[config.mk]
export PLATFORM = sky130hd
export DESIGN_NAME = asid_tlb
export DESIGN_NICKNAME = d
export VERILOG_FILES = /design/src/rtl/asid_tlb.sv
export SDC_FILE = /design/constraint.sdc
export NUM_CORES = 1
export LEC_CHECK = 0
export ABC_CLOCK_PERIOD_IN_PS = 13920
export BUFFER_PORTS_ARGS = -buffer_cell sky130_fd_sc_hd__buf_2
export CORE_MARGIN = 2
export CORE_UTILIZATION = 25
export DETAILED_ROUTE_END_ITERATION = 10
export PLACE_DENSITY_LB_ADDON = 0.05
export SKIP_CTS_REPAIR_TIMING = 1
export SYNTH_ARGS = -nofsm -noshare
export SYNTH_HDL_FRONTEND = slang
export SYNTH_SLANG_ARGS = --single-unit
[constraint.sdc]
create_clock -name clk -period 13.92 [get_ports clk]
set_clock_uncertainty 0.2 [all_clocks]
set_input_delay 0.696 -clock clk [delete_from_list [all_inputs] [get_ports clk]]
set_output_delay 0.696 -clock clk [all_outputs]
set_load 0.005 [all_outputs]
[src/rtl/asid_tlb.sv]
module asid_tlb #(
  parameter int ENTRIES = 8,
  parameter int VPN_W   = 19,
  parameter int OFF_W   = 12,
  parameter int PFN_W   = 24,
  parameter int ASID_W  = 8,
  parameter int COH_W   = 3
) (
  input  logic                     clk,
  input  logic                     rst_n,
  input  logic                     req_valid,
  output logic                     req_ready,
  input  logic [VPN_W+OFF_W:0]     req_va,
  input  logic                     req_user,
  input  logic                     req_store,
  input  logic [ASID_W-1:0]        cur_asid,
  input  logic [PFN_W+OFF_W-1:0]   pt_base,
  output logic                     rsp_valid,
  output logic [PFN_W+OFF_W-1:0]   rsp_pa,
  output logic [COH_W-1:0]         rsp_coh,
  output logic [1:0]               rsp_fault,
  input  logic                     flush_all,
  input  logic                     flush_asid_en,
  input  logic [ASID_W-1:0]        flush_asid,
  output logic                     mem_req_valid,
  output logic [PFN_W+OFF_W-1:0]   mem_req_addr,
  input  logic                     mem_rsp_valid,
  input  logic [31:0]              mem_rsp_data
);
  localparam int VA_W  = VPN_W + OFF_W + 1;
  localparam int PA_W  = PFN_W + OFF_W;
  localparam int IDX_W = $clog2(ENTRIES);
  localparam int B_V   = PFN_W;
  localparam int B_D   = PFN_W + 1;
  localparam int B_G   = PFN_W + 2;
  localparam int B_C   = PFN_W + 3;
  localparam logic [1:0] F_NONE = 2'd0, F_PAGE = 2'd1, F_PROT = 2'd2, F_DIRTY = 2'd3;

  logic [ENTRIES-1:0] e_v, e_g, e_d;
  logic [VPN_W-1:0]   e_vpn  [ENTRIES];
  logic [PFN_W-1:0]   e_pfn  [ENTRIES];
  logic [ASID_W-1:0]  e_asid [ENTRIES];
  logic [COH_W-1:0]   e_coh  [ENTRIES];

  logic               walking;
  logic [VPN_W-1:0]   q_vpn;
  logic [OFF_W-1:0]   q_off;
  logic [ASID_W-1:0]  q_asid;
  logic               q_store;
  logic [IDX_W-1:0]   rr;

  logic               hit, free;
  logic [IDX_W-1:0]   hit_idx, free_idx, victim;

  wire [VPN_W-1:0] in_vpn = req_va[VA_W-2:OFF_W];
  wire accept = req_valid && !walking;
  wire prot   = req_user && req_va[VA_W-1];
  wire fill   = walking && mem_rsp_valid;
  wire pte_ok = mem_rsp_data[B_V];

  assign req_ready     = !walking;
  assign mem_req_valid = walking;
  assign mem_req_addr  = pt_base + PA_W'({q_vpn, 2'b00});
  assign victim        = free ? free_idx : rr;

  always_comb begin
    hit = 1'b0;
    hit_idx = '0;
    free = 1'b0;
    free_idx = '0;
    for (int i = 0; i < ENTRIES; i++) begin
      if (!hit && e_v[i] && e_vpn[i] == in_vpn && (e_g[i] || e_asid[i] == cur_asid)) begin
        hit = 1'b1;
        hit_idx = IDX_W'(i);
      end
      if (!free && !e_v[i]) begin
        free = 1'b1;
        free_idx = IDX_W'(i);
      end
    end
  end

  always_ff @(posedge clk) begin
    if (!rst_n) begin
      walking   <= 1'b0;
      rsp_valid <= 1'b0;
      rsp_pa    <= '0;
      rsp_coh   <= '0;
      rsp_fault <= F_NONE;
      e_v       <= '0;
      rr        <= '0;
      q_vpn     <= '0;
      q_off     <= '0;
      q_asid    <= '0;
      q_store   <= 1'b0;
    end else begin
      rsp_valid <= 1'b0;
      if (accept) begin
        if (prot) begin
          rsp_valid <= 1'b1;
          rsp_pa    <= '0;
          rsp_coh   <= '0;
          rsp_fault <= F_PROT;
        end else if (hit) begin
          rsp_valid <= 1'b1;
          rsp_pa    <= {e_pfn[hit_idx], req_va[OFF_W-1:0]};
          rsp_coh   <= e_coh[hit_idx];
          rsp_fault <= (req_store && !e_d[hit_idx]) ? F_DIRTY : F_NONE;
        end else begin
          walking <= 1'b1;
          q_vpn   <= in_vpn;
          q_off   <= req_va[OFF_W-1:0];
          q_asid  <= cur_asid;
          q_store <= req_store;
        end
      end
      if (fill) begin
        walking   <= 1'b0;
        rsp_valid <= 1'b1;
        if (pte_ok) begin
          rsp_pa    <= {mem_rsp_data[PFN_W-1:0], q_off};
          rsp_coh   <= mem_rsp_data[B_C +: COH_W];
          rsp_fault <= (q_store && !mem_rsp_data[B_D]) ? F_DIRTY : F_NONE;
          e_v[victim] <= 1'b1;
          if (!free) rr <= (rr == IDX_W'(ENTRIES - 1)) ? '0 : rr + 1'b1;
        end else begin
          rsp_pa    <= '0;
          rsp_coh   <= '0;
          rsp_fault <= F_PAGE;
        end
      end
      if (flush_all) begin
        e_v <= '0;
      end else if (flush_asid_en) begin
        for (int i = 0; i < ENTRIES; i++)
          if (!e_g[i] && e_asid[i] == flush_asid) e_v[i] <= 1'b0;
      end
    end
  end

  always_ff @(posedge clk) begin
    if (fill && pte_ok) begin
      e_vpn[victim]  <= q_vpn;
      e_pfn[victim]  <= mem_rsp_data[PFN_W-1:0];
      e_asid[victim] <= q_asid;
      e_coh[victim]  <= mem_rsp_data[B_C +: COH_W];
      e_g[victim]    <= mem_rsp_data[B_G];
      e_d[victim]    <= mem_rsp_data[B_D];
    end
  end
endmodule

# [Yosys cells after proc, flatten, opt, wreduce, memory -nomap -nowiden]
# Memory sizes are Yosys's and may differ from the RTL's.
# Index checks and enable logic that the tools add are counted.
[op_classes] add_sub_neg=2 n_lt_le_gt_ge=3 eq_ne=25 mux=72 bitwise=5 n_reduce_logical=91
[op_table] cell="$mux W36" n=5
[op_table] cell="$eq A19 B19 Y1" n=8
[op_table] cell="$eq A8 B8 Y1" n=16
[op_table] cell="$mux W3" n=19
[op_table] cell="$logic_and A1 B1 Y1" n=45
[op_table] cell="$add A36 B21 Y36" n=1
[op_table] cell="$mux W1" n=34
[op_table] cell="$logic_not A1 Y1" n=31
[op_table] cell="$mux W8" n=3
[op_table] cell="$bwmux W8" n=2
[op_table] cell="$mux W2" n=7
[op_table] cell="$logic_or A1 B1 Y1" n=8
[op_table] cell="$lt A3 B4 Y1 const B" n=2
[op_table] cell="$or A8 B8 Y8" n=1
[op_table] cell="$reduce_and A3 Y1" n=2
[op_table] cell="$not A1 Y1" n=4
[op_table] cell="$reduce_or A2 Y1" n=2
[op_table] cell="$add A3 B1 Y3 const B" n=1
[op_table] cell="$bmux W1 S3" n=1
[op_table] cell="$demux W1 S3" n=1
[op_table] cell="$eq A3 B3 Y1 const B" n=1
[op_table] cell="$ge A3 B1 Y1 const B" n=1
[op_table] cell="$reduce_bool A3 Y1" n=1
[op_table] cell="$reduce_and A2 Y1" n=1
[op_table] cell="$reduce_bool A2 Y1" n=1
[word_totals] regBits=110 ramBits=432 in_bits=124 memories=4
[memory_table] name="e_pfn" depth=8 width=24 rd=1 rd_clocked_by_memory_dff=0 wr=1 line_no="41" source="logic [PFN_W-1:0] e_pfn [ENTRIES];"
[memory_table] name="e_vpn" depth=8 width=19 rd=8 rd_clocked_by_memory_dff=0 wr=1 line_no="40" source="logic [VPN_W-1:0] e_vpn [ENTRIES];"
[memory_table] name="e_asid" depth=8 width=8 rd=8 rd_clocked_by_memory_dff=0 wr=1 line_no="42" source="logic [ASID_W-1:0] e_asid [ENTRIES];"
[memory_table] name="e_coh" depth=8 width=3 rd=1 rd_clocked_by_memory_dff=0 wr=1 line_no="43" source="logic [COH_W-1:0] e_coh [ENTRIES];"

# [Depth between registers and ports, before layout]
# Gate-level depths: netlist of run 1.
# An unclocked memory read counts as a cell.
[depth] ltp_word=49 ltp_mapped=14 depth_no_buf=13

# [Worst setup path after synthesis of run 1]
# No wires, ideal clock.
[synth_timing] path_kind="register -> register" from="register e_v[5]" to="memory e_asid[4][0] (enable)" setup_ns=0.541 arrival_time_ns=5.118 required_time_ns=13.179 slack_ns=8.061 path_stages_with_launch=7 cell_sequence="dfxtp_1 nand4_1 or2_2 o21ai_0 a21oi_1 nand2b_1 nor3_1"
[synth_via] elab_chain_cells=10 elab_cells_between_ends=13 cone_classes="7 x mux; 6 x reduce/logical"
[synth_rtl] element="from (decl)" line_no="39" source="logic [ENTRIES-1:0] e_v, e_g, e_d;"
[synth_rtl] element="from (signal assigned)" line_no="90" source="e_v <= '0;"
[synth_rtl] element="from (signal, indexed assignment)" line_no="124" source="e_v[victim] <= 1'b1;"
[synth_rtl] element="from (signal assigned)" line_no="133" source="e_v <= '0;"
[synth_rtl] element="$logic_not A1 Y1 *" line_no="76" source="if (!free && !e_v[i]) begin"
[synth_rtl] element="$logic_and A1 B1 Y1 *" line_no="76"
[synth_rtl] element="$mux W1" line_no="76"
[synth_rtl] element="$logic_not A1 Y1" line_no="76"
[synth_rtl] element="$logic_and A1 B1 Y1" line_no="76"
[synth_rtl] element="$mux W1" line_no="76"
[synth_rtl] element="$logic_not A1 Y1" line_no="76"
[synth_rtl] element="$logic_and A1 B1 Y1" line_no="76"
[synth_rtl] element="$mux W3 / $mux W1 (equally long branches)" line_no="76"
[synth_rtl] element="$mux W3 *" line_no="64" source="assign victim = free ? free_idx : rr;"
[synth_rtl] element="to (decl)" line_no="42"
# Mark *: on every way between the ends. The rest lies on a longest branch, timed or not.

==> out/qor.csv, run 1 <==
stage;metric;value;unit
sta;fin_crit_sh;40.17;%
clock_tree;cts.path.max_buffers;3;
drt;dr.first_iter.drc_count;1004;
clock_tree;cts.sinks;542;
sta;setup_viol;0;
worst_setup_path;required;14170;ps
yosys;synth_xor_area_share;10.90;%
floorplanning;row_count;114;
final_layout;drive_gt1_share;21.69;%
yosys;synth_edf_count;448;
place;gp_congestion;0.8175;
worst_setup_path;arrival;5840;ps
sta;fin_crit;5591;ps
clock_tree;clk_pin_slew_worst_paths;60;ps
sta;rsz0062_at_grt;false;
place;port-buffer-count;197;
yosys;yosysTopAreaCell;edfxtp_1;
final_layout;nets;2021;
worst_setup_path;end_kind;register;
worst_hold_path;hold_start;req_va[2];
yosys;synth.avg_cell_area;14.47;sq um
worst_setup_path;start_kind;register;
place;placed_cells;3079;
yosys;yosys_warnings;0;
global_routing;grt_max_degree;84;
sta;max_slew_margin;24.43;%
run;maxCapViolations;0;
yosys;netlist_instances;1677;
drt;drt-pass1-iter-count;5;
yosys;yosys_register_bits;542;
floorplanning;dieHeight;315.6;microns
sta;fmax;178.9;MHz
yosys;synth-seq-area-share;63.19;%
floorplanning;coreArea;96420;sq um
pwr;p_int;2.956;mW
worst_hold_path;min_path_type;in2reg;
sta;setup_tns;0;ps
pwr;switching_share;23.85;%
pwr;leakage;9.561;nW
drt;wl_per_cell;24.76;microns
pwr;net-switching-power;0.9256;mW
pwr;p_clk_share;46.8;%
global_routing;grt_pass1_wl;112.8;mm
global_routing;grt_pass1_vias;15650;
final_layout;final_common_cell;edfxtp_1;
final_layout;syn2layout_area_growth;18.77;%
yosys;synth_top_area_share;55.43;%
sta;final-hold-violation-count;0;
clock_tree;htreeDepth;3;
yosys;synth_nets;1823;
sta;tightest_slew;1131;ps
run_status;status;completed;
worst_setup_path;crit_type;reg2reg;
drt;routed_wl;79.46;mm
final_layout;stdcell_count;3209;
sta;slew_violations;0;
global_routing;grtUsageTotal;15.89;%
yosys;yosys-top-cells-area;edfxtp_1, dfxtp_1, xor2_1;
pwr;pwr-share-comb;6.6;%
floorplanning;ios;204;
final_layout;final_cell_mix;edfxtp_1, xor2_1, buf_2;
worst_setup_path;startpoint;e_asid[7][2];
yosys;synth_compound_area_share;5.847;%
yosys;yosys.area_share.simple;9.182;%
pwr;peakVddDrop;0.07519;mV
drt;drc;0;
floorplanning;dieArea;99580;sq um
floorplanning;start_util;25.17;%
clock_tree;clk_latency;620;ps
drt;vias;14820;
place;dp_hpwl;50.50;mm
clock_tree;root_buffer;clkbuf_16;
yosys;synth.area.mux_share;7.027;%
yosys;synthFlopType;edfxtp_1;
global_routing;grt.overflow.total;0;
worst_setup_path;regToRegStartpoint;e_asid[7][2];
yosys;synth_top_family_by_area;XOR/XNOR gates;
clock_tree;numCtsBuffers;70;
drt;antenna_left;0;
yosys;synthAdderAreaFrac;1.165;%
worst_setup_path;critPathMaxFanout;43;
clock_tree;cts_tree;built;
yosys;netlist_area;24270;sq um
yosys;async_flop_share;0;%
pwr;power_frac_seq;46.5;%
global_routing;antenna_found_initial;10;
drt;vias_per_cell;4.619;
yosys;ys_types;66;
pwr;power.density;134.7;nW/um^2
floorplanning;die_w;315.6;microns
## area by class of cell
class	instances	area, sq um
Fill cell	9753	67600
Sequential cell	542	15330
Multi-Input combinational cell	1022	8364
Clock buffer	100	1996
Tap cell	1276	1597
Timing Repair Buffer	219	1154
Clock inverter	29	301.5
Inverter	20	75.07
Antenna cell	1	2.502
## metrics by stage
stage          setup WS [ps]  area, sq um  hold WS [ps]  power, mW  util (%)
4_1_cts                 8220        28820         117.0      3.951     29.89
3_5_place_dp            7853        26520         284.6      2.103     27.51
2_1_floorplan           8061        24270         272.4      1.976         -
6_report                8329        28820         165.4      3.881     29.89
3_3_place_gp            7860        26520         282.4      2.102     27.51
5_1_grt                 7937        28820         139.4      4.030     29.89
## final timing paths
check                                   to  slack, ps  cells after the start
worst min-delay path              q_off[2]        170                      3
worst max-delay path            rsp_pa[18]       8330                     10
worst min register to register  rsp_pa[10]        290                      1
worst max register to register  rsp_pa[18]       8330                     10
## cell usage after synthesis (all sizes together) (11+ instances only)
master	n
nand3	27
xor2	214
nor2	45
nor3	22
mux4	53
a31oi	31
edfxtp	448
ha	21
nand2	83
o211a	13
nor2b	46
mux2i	50
nand4	43
a22oi	39
or4	11
o21ai	45
nor4	66
dfxtp	94
inv	20
clkbuf	30
xnor2	88
buf	63
nor4b	15
a21oi	23
## critical path, stage by stage (launching register included)
cell and delay, ps:
edfxtp_1 410, xor2_1 160, nor4_1 800, a21oi_1 360, nor4_1 580, o211ai_2 220
a31oi_4 780, buf_4 880, mux4_2 600, a22oi_1 230, a31oi_1 120
## routing by layer
metal  track usage, %  vias to the layer above  part of all wire (%)
met5                0                        -                 0.059
met4            5.396                        8                   3.4
met3            3.122                      134                   4.5
met2            25.77                      371                    47
met1            21.22                     7528                    45
li1                 -                     6780                     -
## power by group through the flow
stage                     registers (mW)  logic (mW)  clock network (mW)
after floorplan                     1.83       0.151                   0
final                               1.81       0.258                1.82
after global placement              1.84       0.262                   0
after CTS                           1.81       0.264                1.88
after global routing                1.81       0.285                1.94
after detailed placement            1.84       0.263                   0
## registers in the layout, indices dropped and copies added, names as in the netlist
name           cells
rsp_valid          1
q_store            1
e_asid            64
e_vpn            152
e_coh             24
rr                 3
mem_req_valid      1
rsp_fault          2
q_asid             8
q_off             12
e_g                8
q_vpn             19
e_pfn            192
rsp_pa            36
e_v                8
rsp_coh            3
e_d                8
## kinds of logic after synthesis
| kind of cell | after synthesis |
|---|---|
| AO/OA/AOI/OAI | 194 |
| XOR/XNOR | 302 |
| adder cells (fa/ha/maj) | 22 |
| buffers and inverters | 113 |
| flip-flops | 542 |
| multiplexers | 104 |
| AND/OR/NAND/NOR | 400 |
Note: power is estimated with default switching activity, not from simulation.
==> run 2: changes to the inputs <==
--- a/config.mk
+++ b/config.mk
@@ -5,7 +5,8 @@
 export SDC_FILE = /design/constraint.sdc
 export NUM_CORES = 1
 export LEC_CHECK = 0
-export ABC_CLOCK_PERIOD_IN_PS = 13920
+export ABC_AREA = 1
+export ABC_CLOCK_PERIOD_IN_PS = 4720
 export BUFFER_PORTS_ARGS = -buffer_cell sky130_fd_sc_hd__buf_2
 export CORE_MARGIN = 2
 export CORE_UTILIZATION = 25
==> constraint.sdc (replaced) <==
create_clock -name clk -period 4.72 [get_ports clk]
set_clock_uncertainty 0.2 [all_clocks]
set_input_delay 0.236 -clock clk [delete_from_list [all_inputs] [get_ports clk]]
set_output_delay 0.236 -clock clk [all_outputs]
set_load 0.005 [all_outputs]
==> out/qor.csv, run 2 <==
stage;metric;value;unit;change
worst_setup_path;required;4280;ps;was 14,170 ps
floorplanning;ios;204;;unchanged
global_routing;grt.overflow.total;0;;unchanged
clock_tree;cts_tree;built;;unchanged
place;port-buffer-count;197;;unchanged
yosys;ys_types;49;;was 66
yosys;synth-seq-area-share;61.67;%;was 63.19%
final_layout;final.fill_count;10230;;was 9,753
yosys;synth_top_area_share;54.11;%;was 55.43%
final_layout;nets;2964;;was 2,021
yosys;synth_compound_area_share;9.043;%;was 5.847%
yosys;synth_edf_count;448;;unchanged
pwr;net-switching-power;2.740;mW;was 0.9256 mW
sta;max_slew_margin;47.30;%;was 24.43%
yosys;synth_common_cells;nand2_1, edfxtp_1, nor2_1;;was edfxtp_1, xor2_1, dfxtp_1
yosys;yosys_warnings;0;;unchanged
floorplanning;coreArea;98420;sq um;was 96,420 sq um
worst_setup_path;end_kind;output port;;was register
final_layout;reg_top3;e_pfn x192, e_vpn x152, e_asid x64;;unchanged
run_status;status;finished with violations;;was completed
worst_setup_path;start_kind;register;;unchanged
final_layout;largest_reg_flops;192;;unchanged
global_routing;grt_max_degree;112;;was 84
pwr;p_clk_share;45.0;%;was 46.8%
drt;dr.first_iter.drc_count;1071;;was 1,004
clock_tree;clk_pin_slew_worst_paths;60;ps;about the same
drt;routed_wl;86.20;mm;was 79.46 mm
sta;setup_tns;0;ps;unchanged
place;dp_hpwl;57.32;mm;was 50.50 mm
final_layout;drive_gt1_share;13.99;%;was 21.69%
pwr;power_frac_seq;47.1;%;was 46.5%
worst_hold_path;min_path_type;in2reg;;unchanged
yosys;synth.avg_cell_area;9.835;sq um;was 14.47 sq um
drt;vias_per_cell;4.454;;was 4.619
global_routing;grtUsageTotal;16.71;%;was 15.89%
final_layout;syn2layout_area_growth;22.51;%;was 18.77%
clock_tree;numCtsBuffers;68;;was 70
sta;final-hold-violation-count;3;;was 0
clock_tree;cts.path.max_buffers;3;;unchanged
clock_tree;htreeDepth;3;;unchanged
run;maxCapViolations;0;;unchanged
drt;drt-pass1-iter-count;5;;unchanged
drt;drc;0;;unchanged
global_routing;antenna_found_initial;1;;was 10
clock_tree;root_buffer;clkbuf_16;;unchanged
run_status;violations;hold timing;;
global_routing;grt_pass1_wl;124.9;mm;was 112.8 mm
clock_tree;cts.sinks;542;;unchanged
clock_tree;clk_latency;620;ps;about the same
pwr;leakage;12.18;nW;was 9.561 nW
pwr;p_int;8.620;mW;was 2.956 mW
drt;vias;18530;;was 14,820
drt;wl_per_cell;20.71;microns;was 24.76 microns
sta;setup_viol;0;;unchanged
sta;fin_crit;4291;ps;
pwr;power.density;373.0;nW/um^2;was 134.7 nW/um^2
worst_setup_path;critPathMaxFanout;3;;was 43
sta;fmax;233.1;MHz;
yosys;yosys-top-cells-area;edfxtp_1, nand2_1, dfxtp_1;;was edfxtp_1, dfxtp_1, xor2_1
yosys;synth.area.mux_share;0;%;was 7.027%
final_layout;top_register;e_pfn;;unchanged
sta;slew_violations;0;;unchanged
yosys;yosys_register_bits;542;;unchanged
yosys;synth_top_family_by_area;simple AND/OR/NAND/NOR gates;;was XOR/XNOR gates
yosys;netlist_instances;2528;;was 1,677
yosys;yosysTopAreaCell;edfxtp_1;;unchanged
global_routing;grt_pass1_vias;18170;;was 15,650
yosys;synth_nets;2674;;was 1,823
yosys;netlist_area;24860;sq um;was 24,270 sq um
sta;hold_slack;-26.22;ps;was 165.4 ps
yosys;synth_xor_area_share;4.544;%;was 10.90%
floorplanning;dieHeight;319.4;microns;was 315.6 microns
sta;rsz0062_at_grt;false;;unchanged
yosys;yosys.area_share.simple;18.25;%;was 9.182%
floorplanning;start_util;25.26;%;was 25.17%
pwr;switching_share;24.12;%;was 23.85%
pwr;peakVddDrop;0.2047;mV;was 0.07519 mV
yosys;synthAdderAreaFrac;1.137;%;was 1.165%
floorplanning;die_w;319.4;microns;was 315.6 microns
sta;fin_crit_sh;90.90;%;
final_layout;final_cell_mix;nand2_1, edfxtp_1, buf_2;;was edfxtp_1, xor2_1, buf_2
yosys;yosysMostFrequentCell;nand2_1;;was edfxtp_1
floorplanning;row_count;115;;was 114
worst_setup_path;crit_type;reg2out;;was reg2reg
worst_setup_path;arrival;3850;ps;was 5840 ps
final_layout;final_common_cell;nand2_1;;was edfxtp_1
pwr;pwr-share-comb;7.9;%;was 6.6%
yosys;async_flop_share;0;%;unchanged
floorplanning;dieArea;102000;sq um;was 99,580 sq um
sta;tightest_slew;784.8;ps;was 1131 ps
place;gp_congestion;0.8099;;was 0.8175
drt;antenna_left;0;;unchanged
yosys;synthFlopType;edfxtp_1;;unchanged
run 2: changes by cell type after synthesis, moves of 53 or more:
cell	change
nand2_1	+726
xor2_1	-152
nor2_1	+148
inv_1	+140
a21oi_1	+120
o21ai_0	+92
nor4_1	-63
mux4_2	-53
run 2: per-layer routing:
layer / vias up / share of wire, % / global-route usage [%] / routed length (microns)
met1: 9044 / 49 / 23.13 / 41970
met3: 82 / 2.8 / 2.280 / 2381
met2: 296 / 47 / 27.53 / 40230
li1: 9110 / - / - / -
met4: 0 / 1.9 / 4.004 / 1620
met5: - / 0 / 0 / 0
run 2: through the flow:
stage               cell area [sq um]  power (mW)  util [%]  instances  setup slack [ps]
CTS                             29680       11.52     30.15       4082             341.8
floorplan                       24860       5.864         -       2528             247.2
global route                    30460       11.81     30.95       4160             112.5
global placement                27500       6.316     27.94       3957             679.7
finish                          30460       11.36     30.95       4161             429.4
detailed placement              27500       6.320     27.94       3957             718.0
run 2: power groups by stage:
| stage | Clock, mW | Combinational (mW) | Sequential [mW] |
|---|---|---|---|
| 2_1_floorplan | 0 | 0.438 | 5.43 |
| 4_1_cts | 5.29 | 0.872 | 5.35 |
| 3_3_place_gp | 0 | 0.866 | 5.45 |
| 6_report | 5.11 | 0.901 | 5.35 |
| 3_5_place_dp | 0 | 0.868 | 5.45 |
| 5_1_grt | 5.45 | 1.00 | 5.36 |
run 2: final timing paths:
kind,start,end,slack [ps],depth (start not counted)
max reg2reg,e_vpn[1][2],rsp_pa[5],870,18
min reg2reg,q_store,q_store,260,2
min,req_va[19],q_vpn[7],-30,3
max,q_vpn[0],mem_req_addr[34],430,18
run 2: kinds of logic (layout without fill, tap and decap cells):
logic type                 after synthesis  count (layout)
xor gates and xnor gates               129             129
DFF                                    542             542
AOI/OAI and AO/OA                      399             399
and+or+nand+nor                       1138            1138
adders and majority gates               22              22
buffers and inverters                  298             643
other                                    0               1
run 2: area by class of cell:
type | count | area, sq um | share of cell area, %
Inverter | 189 | 711.9 | 2.337
Clock buffer | 95 | 1926 | 6.322
Sequential cell | 542 | 15330 | 50.34
Timing Repair Buffer | 329 | 2350 | 7.714
Antenna cell | 1 | 2.502 | 0.008215
Clock inverter | 30 | 251.5 | 0.8256
Multi-Input combinational cell | 1688 | 8274 | 27.16
Tap cell | 1287 | 1610 | 5.286
run 2: critical path, cell delays in order (launching register included):
cell and delay, ps:
dfxtp_1 350, ha_1 180, inv_1 60, fa_1 400
nor2_1 120, nor2_1 70, o21ai_0 380, a21oi_1 210
inv_1 120, nand2_1 50, nand3_1 100, a21oi_1 110
o21ai_0 260, nand3_1 200, inv_1 120, nand2_1 90
nor2_1 120, xor2_1 160, buf_2 130
==> run 3: changes to the inputs <==
--- a/config.mk
+++ b/config.mk
@@ -6,7 +6,7 @@
 export NUM_CORES = 1
 export LEC_CHECK = 0
 export ABC_AREA = 1
-export ABC_CLOCK_PERIOD_IN_PS = 4720
+export ABC_CLOCK_PERIOD_IN_PS = 5000
 export BUFFER_PORTS_ARGS = -buffer_cell sky130_fd_sc_hd__buf_2
 export CORE_MARGIN = 2
 export CORE_UTILIZATION = 25
==> constraint.sdc (replaced) <==
create_clock -name clk -period 5 [get_ports clk]
set_clock_uncertainty 0.2 [all_clocks]
set_input_delay 0.25 -clock clk [delete_from_list [all_inputs] [get_ports clk]]
set_output_delay 0.25 -clock clk [all_outputs]
set_load 0.005 [all_outputs]
==> out/qor.csv, run 3 (same netlist as run 2, synthesis figures left out) <==
stage;metric;value;unit;change
place;gp_congestion;0.7901;;was 0.8099
worst_setup_path;crit_type;reg2out;;unchanged
drt;routed_wl;88.85;mm;was 86.20 mm
place;port-buffer-count;197;;unchanged
floorplanning;start_util;25.26;%;unchanged
sta;setup_viol;0;;unchanged
worst_setup_path;arrival;3970;ps;was 3850 ps
pwr;peakVddDrop;0.2010;mV;was 0.2047 mV
worst_setup_path;slowest_delay;470;ps;was 400 ps
final_layout;drive_gt1_share;13.60;%;was 13.99%
clock_tree;clk_latency;610;ps;was 620 ps
drt;drt-pass1-iter-count;5;;unchanged
clock_tree;numCtsBuffers;68;;unchanged
final_layout;multi_input_area;8274;sq um;unchanged
drt;maxUsedRoutingLayer;met4;;unchanged
place;placed_cells;3947;;was 3,957
drt;vias;18520;;was 18,530
pwr;power.density;354.1;nW/um^2;was 373.0 nW/um^2
clock_tree;htreeDepth;3;;unchanged
drt;met2WireLength;41.64;mm;was 40.23 mm
worst_hold_path;min_path_type;in2reg;;unchanged
sta;fmax;226.3;MHz;
sta;max_slew_margin;29.41;%;was 47.30%
sta;fin_crit_sh;88.39;%;
sta;slew_violations;0;;unchanged
drt;drc;0;;unchanged
run_status;violations;hold timing;;unchanged
sta;setup_tns;0;ps;unchanged
global_routing;antenna_found_initial;2;;was 1
floorplanning;row_count;115;;unchanged
drt;wl_per_cell;21.50;microns;was 20.71 microns
run;maxCapViolations;0;;unchanged
sta;final-hold-violation-count;6;;was 3
sta;fin_crit;4420;ps;
drt;vias_per_cell;4.481;;was 4.454
final_layout;reg_top3;e_pfn x192, e_vpn x152, e_asid x64;;unchanged
run_status;status;finished with violations;;unchanged
final_layout;largest_reg_flops;192;;unchanged
clock_tree;cts_tree;built;;unchanged
sta;rsz0062_at_grt;false;;unchanged
final_layout;top_register;e_pfn;;unchanged
global_routing;grt_pass1_wl;126.9;mm;was 124.9 mm
final_layout;syn2layout_area_growth;21.30;%;was 22.51%
global_routing;grt_max_degree;66;;was 112
sta;hold_slack;-38.98;ps;was -26.22 ps
worst_setup_path;critPathMaxFanout;10;;was 3
drt;dr.first_iter.drc_count;1190;;was 1,071
pwr;leakage;12.00;nW;was 12.18 nW
worst_setup_path;crit_chain;inv_1 > fa_1 > nor2_1 > nor2_1 > o21ai_0 > a21oi_1 > inv_1 > nand2_1 > nand3_1 > a21oi_1 > o21ai_0 > nand3_1 > inv_1 > nand2_1 > nor2_1 > xor2_1 > buf_2;;was ha_1 > inv_1 > fa_1 > nor2_1 > nor2_1 > o21ai_0 > a21oi_1 > inv_1 > nand2_1 > nand3_1 > a21oi_1 > o21ai_0 > nand3_1 > inv_1 > nand2_1 > nor2_1 > xor2_1 > buf_2
floorplanning;dieArea;102000;sq um;unchanged
place;dp_hpwl;57.63;mm;was 57.32 mm
place;dpl_cell_area;27390;sq um;was 27,500 sq um
global_routing;grt_pass1_vias;17820;;was 18,170
floorplanning;die_w;319.4;microns;unchanged
worst_setup_path;required;4550;ps;was 4280 ps
final_layout;final_cell_mix;nand2_1, edfxtp_1, buf_2;;unchanged
final_layout;final_area;30160;sq um;was 30,460 sq um
global_routing;grtUsageTotal;17.11;%;was 16.71%
final_layout;final.fill_count;10290;;was 10,230
clock_tree;cts.sinks;542;;unchanged
worst_setup_path;reg2reg_slack;1110;ps;was 870 ps
global_routing;grt.overflow.total;0;;unchanged
clock_tree;root_buffer;clkbuf_16;;unchanged
sta;tightest_slew;1058;ps;was 784.8 ps
clock_tree;clk_pin_slew_worst_paths;60;ps;about the same
drt;wl_met1;42.54;mm;was 41.97 mm
floorplanning;ios;204;;unchanged
final_layout;final_common_cell;nand2_1;;unchanged
final_layout;nets;2939;;was 2,964
clock_tree;cts.path.max_buffers;3;;unchanged
final_layout;seq_area;15340;sq um;was 15,330 sq um
floorplanning;coreArea;98420;sq um;unchanged
worst_setup_path;start_kind;register;;unchanged
final_layout;stdcell_count;4133;;was 4,161
final_layout;final_util;30.64;%;was 30.95%
floorplanning;dieHeight;319.4;microns;unchanged
worst_setup_path;cpMaxStageDelayCell;dfxtp_2;;was fa_1
drt;antenna_left;0;;unchanged
worst_setup_path;end_kind;output port;;unchanged
drt;wl_met3;3.229;mm;was 2.381 mm
==> run 3: critical path, delay by kind of cell (launching register included) <==
kind,cells,cell delay (ps)
XOR/XNOR,1,160
buffers and inverters,4,500
flip-flops,1,470
adder cells (fa/ha/maj),1,440
AND/OR/NAND/NOR,7,740
AO/OA/AOI/OAI,4,1020
==> run 3: path summary, 6_finish.rpt <==
kind | startpoint | to | cells after the start
setup / recovery | q_vpn[1] | mem_req_addr[34] | 17
hold / removal | flush_asid_en | e_v[3] | 4
setup reg to reg | e_vpn[1][8] | q_off[1] | 14
hold reg to reg | q_store | q_store | 2
==> run 3: layout make-up <==
cell class                 instances  area share [%]
inverter                         189           2.361
sequential                       542           50.85
antenna                            1        0.008297
timing repair buffer             304           6.920
clock buffer                      92           6.277
tap                             1287           5.339
multi-input combinational       1688           27.44
clock inverter                    30          0.8090
==> run 3: stage by stage <==
step / setup WS (ps) / total power, mW
after floorplan: 527.2 / 5.536
after global placement: 801.6 / 5.966
after detailed placement: 788.0 / 5.967
after CTS: 387.9 / 10.79
after global routing: 207.5 / 11.09
final: 580.4 / 10.68
==> run 3: per-layer routing <==
layer	global-route usage [%]	vias up
met3	2.229	93
met2	28.06	339
li1	-	9070
met1	24.13	9020
met5	0	-
met4	3.480	0
==> run 3: power by group <==
part           switching, mW  total (mW)  internal (mW)
logic                  0.536       0.832          0.296
registers             0.0878        5.06           4.98
clock network           1.97        4.78           2.81
total                   2.60        10.7           8.08
